`src/rtl/fault_attn_pkg.sv`:
```
package fault_attn_pkg;

    // Register offsets; software decodes these, so the values are fixed.
    localparam int unsigned OFS_W = 3;

    typedef enum logic [OFS_W-1:0] {
        OFS_FAULT     = 3'd0,
        OFS_FAULT_AND = 3'd1,
        OFS_SPARE2    = 3'd2,
        OFS_MASK      = 3'd3,
        OFS_SPARE4    = 3'd4,
        OFS_MASK_OR   = 3'd5,
        OFS_ACT0      = 3'd6,
        OFS_ACT1      = 3'd7
    } reg_ofs_e;

    // Per-bit routing decision.
    typedef struct packed {
        logic chk;
        logic rec;
        logic ucs;
    } attn_route_t;

    // Decode a two-bit action code into attention routes.
    // act0/act1: 00 checkstop, 01 recoverable, 11 unit checkstop, 10 reserved.
    function automatic attn_route_t route_of(input logic act0, input logic act1);
        attn_route_t r;
        r.chk = ~act0 & ~act1;
        r.rec = ~act0 &  act1;
        r.ucs =  act0 &  act1;
        return r;
    endfunction

    // Register-port write request as seen by the storage blocks.
    typedef struct packed {
        logic          en;
        reg_ofs_e      ofs;
    } wr_req_t;

endpackage

```
`src/rtl/fir_capture.sv`:
```
module fir_capture
    import fault_attn_pkg::*;
#(
    parameter int unsigned W = 64
) (
    input  logic         clk,
    input  logic         rst,
    input  wr_req_t      wr,
    input  logic [W-1:0] wdata,
    input  logic [W-1:0] err_in,
    output logic [W-1:0] fault_q,
    output logic [W-1:0] mask_q
);

    logic [W-1:0] fault_base;
    logic [W-1:0] mask_d;

    // Software term first, then error inputs ORed on top so they win.
    always_comb begin
        fault_base = fault_q;
        if (wr.en && wr.ofs == OFS_FAULT)     fault_base = wdata;
        if (wr.en && wr.ofs == OFS_FAULT_AND) fault_base = fault_q & wdata;
    end

    always_comb begin
        mask_d = mask_q;
        if (wr.en && wr.ofs == OFS_MASK)    mask_d = wdata;
        if (wr.en && wr.ofs == OFS_MASK_OR) mask_d = mask_q | wdata;
    end

    always_ff @(posedge clk) begin
        if (rst) begin
            fault_q <= '0;
            mask_q  <= '1;
        end else begin
            fault_q <= fault_base | err_in;
            mask_q  <= mask_d;
        end
    end

endmodule

```
`src/rtl/fir_action.sv`:
```
module fir_action
    import fault_attn_pkg::*;
#(
    parameter int unsigned W = 64,
    parameter int unsigned N_ACT = 2
) (
    input  logic         clk,
    input  logic         rst,
    input  wr_req_t      wr,
    input  logic [W-1:0] wdata,
    output logic [W-1:0] act_q [N_ACT]
);

    localparam reg_ofs_e ACT_OFS [2] = '{OFS_ACT0, OFS_ACT1};

    for (genvar g = 0; g < N_ACT; g++) begin : g_act
        always_ff @(posedge clk) begin
            if (rst)
                act_q[g] <= '0;
            else if (wr.en && wr.ofs == ACT_OFS[g])
                act_q[g] <= wdata;
        end
    end

endmodule

```
`src/rtl/fir_attn_route.sv`:
```
module fir_attn_route
    import fault_attn_pkg::*;
#(
    parameter int unsigned W = 64
) (
    input  logic         clk,
    input  logic         rst,
    input  logic [W-1:0] fault,
    input  logic [W-1:0] mask,
    input  logic [W-1:0] act0,
    input  logic [W-1:0] act1,
    output logic         attn_chk,
    output logic         attn_rec,
    output logic         attn_ucs,
    output logic         attn_any
);

    logic [W-1:0] live;
    logic [W-1:0] hit_chk;
    logic [W-1:0] hit_rec;
    logic [W-1:0] hit_ucs;
    logic [W-1:0] hit_any;

    assign live = fault & ~mask;

    for (genvar b = 0; b < W; b++) begin : g_bit
        attn_route_t rt;
        assign rt         = route_of(act0[b], act1[b]);
        assign hit_chk[b] = live[b] & rt.chk;
        assign hit_rec[b] = live[b] & rt.rec;
        assign hit_ucs[b] = live[b] & rt.ucs;
        // Summary taken straight from the code: anything but the reserved one.
        assign hit_any[b] = live[b] & ~(act0[b] & ~act1[b]);
    end

    always_ff @(posedge clk) begin
        if (rst) begin
            attn_chk <= 1'b0;
            attn_rec <= 1'b0;
            attn_ucs <= 1'b0;
            attn_any <= 1'b0;
        end else begin
            attn_chk <= |hit_chk;
            attn_rec <= |hit_rec;
            attn_ucs <= |hit_ucs;
            attn_any <= |hit_any;
        end
    end

endmodule

```
`src/rtl/fault_attn_unit.sv`:
```
module fault_attn_unit
    import fault_attn_pkg::*;
#(
    parameter int unsigned W = 64
) (
    input  logic             clk,
    input  logic             rst,
    input  logic [OFS_W-1:0] reg_addr,
    input  logic             reg_wr,
    input  logic [W-1:0]     reg_wdata,
    output logic [W-1:0]     reg_rdata,
    input  logic [W-1:0]     err_in,
    output logic             attn_chk,
    output logic             attn_rec,
    output logic             attn_ucs,
    output logic             attn_any
);

    localparam int unsigned N_ACT = 2;

    wr_req_t      wr;
    logic [W-1:0] fault_q;
    logic [W-1:0] mask_q;
    logic [W-1:0] act_q [N_ACT];
    logic [W-1:0] act0_q;
    logic [W-1:0] act1_q;

    assign wr.en  = reg_wr;
    assign wr.ofs = reg_ofs_e'(reg_addr);

    fir_capture #(.W(W)) u_capture (
        .clk    (clk),
        .rst    (rst),
        .wr     (wr),
        .wdata  (reg_wdata),
        .err_in (err_in),
        .fault_q(fault_q),
        .mask_q (mask_q)
    );

    fir_action #(.W(W), .N_ACT(N_ACT)) u_action (
        .clk  (clk),
        .rst  (rst),
        .wr   (wr),
        .wdata(reg_wdata),
        .act_q(act_q)
    );

    assign act0_q = act_q[0];
    assign act1_q = act_q[1];

    fir_attn_route #(.W(W)) u_route (
        .clk     (clk),
        .rst     (rst),
        .fault   (fault_q),
        .mask    (mask_q),
        .act0    (act0_q),
        .act1    (act1_q),
        .attn_chk(attn_chk),
        .attn_rec(attn_rec),
        .attn_ucs(attn_ucs),
        .attn_any(attn_any)
    );

    always_comb begin
        unique case (wr.ofs)
            OFS_FAULT: reg_rdata = fault_q;
            OFS_MASK:  reg_rdata = mask_q;
            OFS_ACT0:  reg_rdata = act0_q;
            OFS_ACT1:  reg_rdata = act1_q;
            default:   reg_rdata = '0;
        endcase
    end

endmodule

```
`config.mk`:
```
export PLATFORM = sky130hd
export DESIGN_NAME = fault_attn_unit
export DESIGN_NICKNAME = d
export VERILOG_FILES = /design/src/rtl/fault_attn_pkg.sv /design/src/rtl/fir_capture.sv /design/src/rtl/fir_action.sv /design/src/rtl/fir_attn_route.sv /design/src/rtl/fault_attn_unit.sv
export SDC_FILE = /design/constraint.sdc
export NUM_CORES = 1
export LEC_CHECK = 0
export ABC_AREA = 1
export BUFFER_PORTS_ARGS = -buffer_cell sky130_fd_sc_hd__buf_2
export CORE_ASPECT_RATIO = 1.25
export CORE_MARGIN = 8
export CORE_UTILIZATION = 50
export CTS_BUF_LIST = sky130_fd_sc_hd__clkbuf_16
export DETAILED_ROUTE_END_ITERATION = 8
export PLACE_DENSITY = 0.75
export SYNTH_ARGS = -nofsm -noshare
export SYNTH_HDL_FRONTEND = slang
export SYNTH_SLANG_ARGS = --single-unit
```
`constraint.sdc`:
```
create_clock -name clk -period 1.7 [get_ports clk]
set_clock_uncertainty 0.2 [all_clocks]
set_input_delay 0.34 -clock clk [delete_from_list [all_inputs] [get_ports clk]]
set_output_delay 0.34 -clock clk [all_outputs]
set_load 0.005 [all_outputs]
```
==> results <==
- The class of the tightest hold or removal check is in -> reg.
- The number of CTS-inserted buffers is 27.
- The xor/xnor share of the synthesized area is 0%.
- The number of nets in the synthesized netlist is 2194.
- Prior to clock tree synthesis, the placed netlist has a worst setup slack of -0.340 ns.
- The average instance in the mapped netlist occupies ~6.6 um2.
- The worst setup path is launched from a primary input.
- The die extent in x is around 160 um.
- With fillers left out, the area of the finished cells amounts to between 20000 and 25000 um2.
- The DRC violations left is 0.
- The library cell with the largest summed area after synthesis is dfxtp_1.
- Counting flops with a built-in enable in the synthesized netlist gives 0.
- For this configuration, the core starts out at a cell density of 50.8%.
- The final wirelength is 62600 um.
- The multi-input gate area in the final layout is a little under 8000 um2.
- The leakage component of the power is roughly 9 nW.
- The flow ran to the end, but the final reports show violations.
- Cells with a size suffix above 1 make up slightly below 30% of the layout.
- The final worst hold slack is 0.107 ns.
- Setup slack on the worst reg-to-reg path comes out at -0.17 ns.
- Counting stages on the worst path, the most repeated cell is buf_12.
- The most common cell in the synthesized netlist is nand2_1.
- The detailed-route vias per instance is approximately 6.
- The buffer cell driving the clock tree root is clkbuf_16.
- The die height is 201 um.
- The data arrival time of the worst path is between 1.5 and 2 ns.
- The critical path goes through buf_12 > nand2_8 > nor2_4 > buf_12 > buf_6 > a22oi_2 > o221ai_2 > buf_2.
- Among all flip-flop cells after synthesis, the most frequent one is dfxtp_1.
- The distinct cell type count after synthesis is 18.
- Timing would allow up to ~0.49 GHz.
- After the first detailed-routing iteration, the DRC count stood at ~1900.
- The startpoint of the worst register-to-register path is u_capture.fault_q[55].
- The net count of the finished layout is ~2600.
- The clock-pin transition on the worst setup and hold timing paths is 0.06 ns.
- The maximum net fanout on the critical path is 14.
- The leftover overflow at the end of global routing is 0.
- The share of async-settable or async-resettable flops after synthesis is 0%.
- The clock reaches the later pin of the worst-skew pair after 0.55 ns.
- The wire length of the first global-routing pass is around 92000 um.
- Relative to the synthesized area, the layout overhead comes to 47.3%.
- TritonCTS built the clock tree.
- For this design the ratio of total power to cell area is 782 nW/um2.
- The total global routing track utilization is between 30% and 40%.
- The placed wire-length estimate is about 37000 um.
- The worst-case headroom to the max-slew limit is a little under a third.
- At the worst endpoint, the required time is around 1.2 ns.
- On the critical path the largest part of the delay comes from buffers and inverters.
- After technology mapping, the gate count stands at around 2000.
- The start point of the worst min-delay path is rst.
- The worst setup path is captured at an output pin.
- The worst-case reg-to-reg path depth is 10.
- Once detail routing completed, the nets flagged for antenna violations numbered 0.
- By area the synthesized netlist is led by dfxtp_1 38%, nand2_1 10%, nor2_1 8.7%.
- After synthesis, the largest family of logic cells by area is simple AND/OR/NAND/NOR gates.
- The number of placed I/O pins is a little over 200.
- The sum of internal, switching and leakage power is 15.7 mW.
- The instance area at placement is 15600 um2.
- Dividing the detail-routed wire length by the instance count gives 22.0 um.
- No sink is reached through more buffers than the 3 on the longest clock path.
- The simple logic cell fraction of the synthesized area is roughly a quarter.
- The slowest stage of the critical path is the a22oi_2 cell.
- The final period demand of the worst path is 2.05 ns.
- The buffers plus inverters on the worst setup path is 4.
- The core region is roughly 27000 um2.
- The filler cell count is 1884.
- The total via count after detailed routing is around 18000.
- Across all setup checks in the final design, the least slack found is -0.347 ns.
- The worst hold path was traced through 4 stages.
- Measured on the finished design, the core utilization comes to around 75%.
- The slew at the pin closest to its max-slew limit is about 1 ns.
- The number of port buffers is approximately 200.
- Summing the sequential cell areas from Yosys gives approximately two fifths of the chip area.
- After synthesis the cells add up to between 10000 and 15000 um2.
- The commonest cells after synthesis are 363 x nand2_1, 316 x nor2_1, 266 x inv_1, 260 x dfxtp_1, 160 x a21oi_1.
- The number of iterations in the first detailed-routing pass is 6.
- The count of pins over their slew limit is 0.
- The checks that failed: setup timing.
- The storage element area is about 5400 um2.
- The maximum cell stage delay along the critical path is roughly 0.26 ns.
- The synthesized design devotes to its leading area cell type 38.2% of total area.
- Entering global routing, the biggest net connects between 90 and 100 pins.
- During synthesis, Yosys emitted a total of 0 warnings.
- After floorplanning, the core was divided into between 60 and 70 placement rows.
- IR analysis of the VDD net gives a maximum drop of just over 0.7 mV.
- Summing the areas of all compound-gate instances in the mapped netlist gives between 20 and 25% of the synthesized area.
- Setup repair after global routing could not meet its margin everywhere.
- The via count of the first global-routing pass came to between 15000 and 20000.
- The flip-flop and latch count after synthesis is 260.
- In this run the critical register-to-register path is captured at u_route.attn_chk.
- The end of the worst hold path is u_capture.mask_q[21].
- The number of antenna violations at the first check in global routing is 4.
- Routability-driven placement finished with a final weighted congestion of a little under 1.
- The adder and majority gate portion of the synthesized area is 0%.
- The max-cap violation count is 0.
- The count of endpoints failing hold in the final timing report is 0.
- The critical path start-end classification is in -> out.
- The tree built by TritonCTS fans out to 260 sinks.
- The number of endpoints failing setup at the final stage is 86.
- Multiplexer cells account for 0% of the synthesized area.
- The die area is around 33000 um2.
- The number of H-tree levels is 1.
- The final period utilization is 120%.
[worst reg2reg max path, delay by kind of cell (launching register included)]
family	cells	cell delay, ns
flip-flops	1	0.34
AND/OR/NAND/NOR	9	1.06
buffers and inverters	1	0.14
[stage by stage]
stage          setup TNS (ns)  instances
6_report               -18.73       2853
5_1_grt                -21.13       2853
4_1_cts                -14.37       2833
3_5_place_dp           -46.59       2572
3_3_place_gp           -39.39       2572
2_1_floorplan               0       2060
[cells in the final DEF (no fill, tap or decap), drive strengths merged]
| cell type | synthesis | final |
|---|---|---|
| a21oi | 160 | 160 |
| nor3 | 1 | 1 |
| nand4 | 55 | 55 |
| dlygate4sd3 | 0 | 147 |
| bufinv | 0 | 6 |
| buf | 21 | 353 |
| clkbuf | 94 | 32 |
| dfxtp | 260 | 260 |
| o221ai | 64 | 64 |
| nor2 | 317 | 317 |
| nand3 | 134 | 134 |
| dlymetal6s4s | 0 | 5 |
| clkinv | 0 | 13 |
| o22ai | 64 | 64 |
| a22oi | 64 | 64 |
| bufbuf | 0 | 1 |
| nand2 | 363 | 363 |
| diode | 0 | 3 |
| clkinvlp | 0 | 3 |
| o211ai | 63 | 63 |
| inv | 267 | 267 |
| o21ai | 133 | 133 |
[cell families (layout without fill, tap and decap cells)]
logic type / after synthesis / after routing
flip-flops: 260 / 260
other: 0 / 3
AND/OR/NAND/NOR: 870 / 870
AO/OA/AOI/OAI: 548 / 548
buffers and inverters: 382 / 827
[report_power, final]
part	leakage [nW]	total [mW]	internal (mW)	switching, mW
sequential	2.18	6.62	6.36	0.255
clock	0.457	6.43	3.80	2.63
combinational	6.53	2.64	1.17	1.48
[flip-flops by register name, indices dropped and copies added, names as in the netlist]
register	flops
u_action.act_q	128
u_route.attn_ucs	1
u_capture.fault_q	64
u_capture.mask_q	64
u_route.attn_chk	1
u_route.attn_any	1
u_route.attn_rec	1
[repair_timing]
action,in CTS,in global routing
hold buffers,160,0
pin swaps,50,85
setup endpoints to repair,65,100
gates resized for setup,226,194
hold endpoints to repair,255,0
gates cloned,3,6
buffers inserted,56,21
[metal layers]
| metal | track usage, % | up-vias | wire [um] |
|---|---|---|---|
| li1 | - | 7846 | - |
| met1 | 38.0 | 7997 | 20900 |
| met2 | 57.7 | 1246 | 29000 |
| met3 | 6.93 | 420 | 6590 |
| met4 | 28.4 | 2 | 6170 |
| met5 | 0 | - | 17 |
[worst max-delay path by stage]
stage | from | to | slack, ns | depth (start not counted)
after floorplan | reg_addr[2] | reg_rdata[61] | 0.009 | 6
after global placement | reg_addr[2] | reg_rdata[9] | -0.30 | 8
after detailed placement | reg_addr[2] | reg_rdata[5] | -0.34 | 8
after CTS | reg_addr[2] | reg_rdata[23] | -0.30 | 8
after global routing | reg_addr[1] | reg_rdata[44] | -0.34 | 8
final | reg_addr[1] | reg_rdata[44] | -0.35 | 8
[layout make-up]
class                           count  share of cell area (%)
Tap cell                          345                    2.15
Clock buffer                       27                    3.37
Inverter                          267                    5.05
Sequential cell                   260                    27.0
Antenna cell                        3                  0.0374
Multi-Input combinational cell   1418                    39.0
Timing Repair Buffer              511                    22.1
Clock inverter                     22                    1.32
Power figures use the tool's default switching activity.
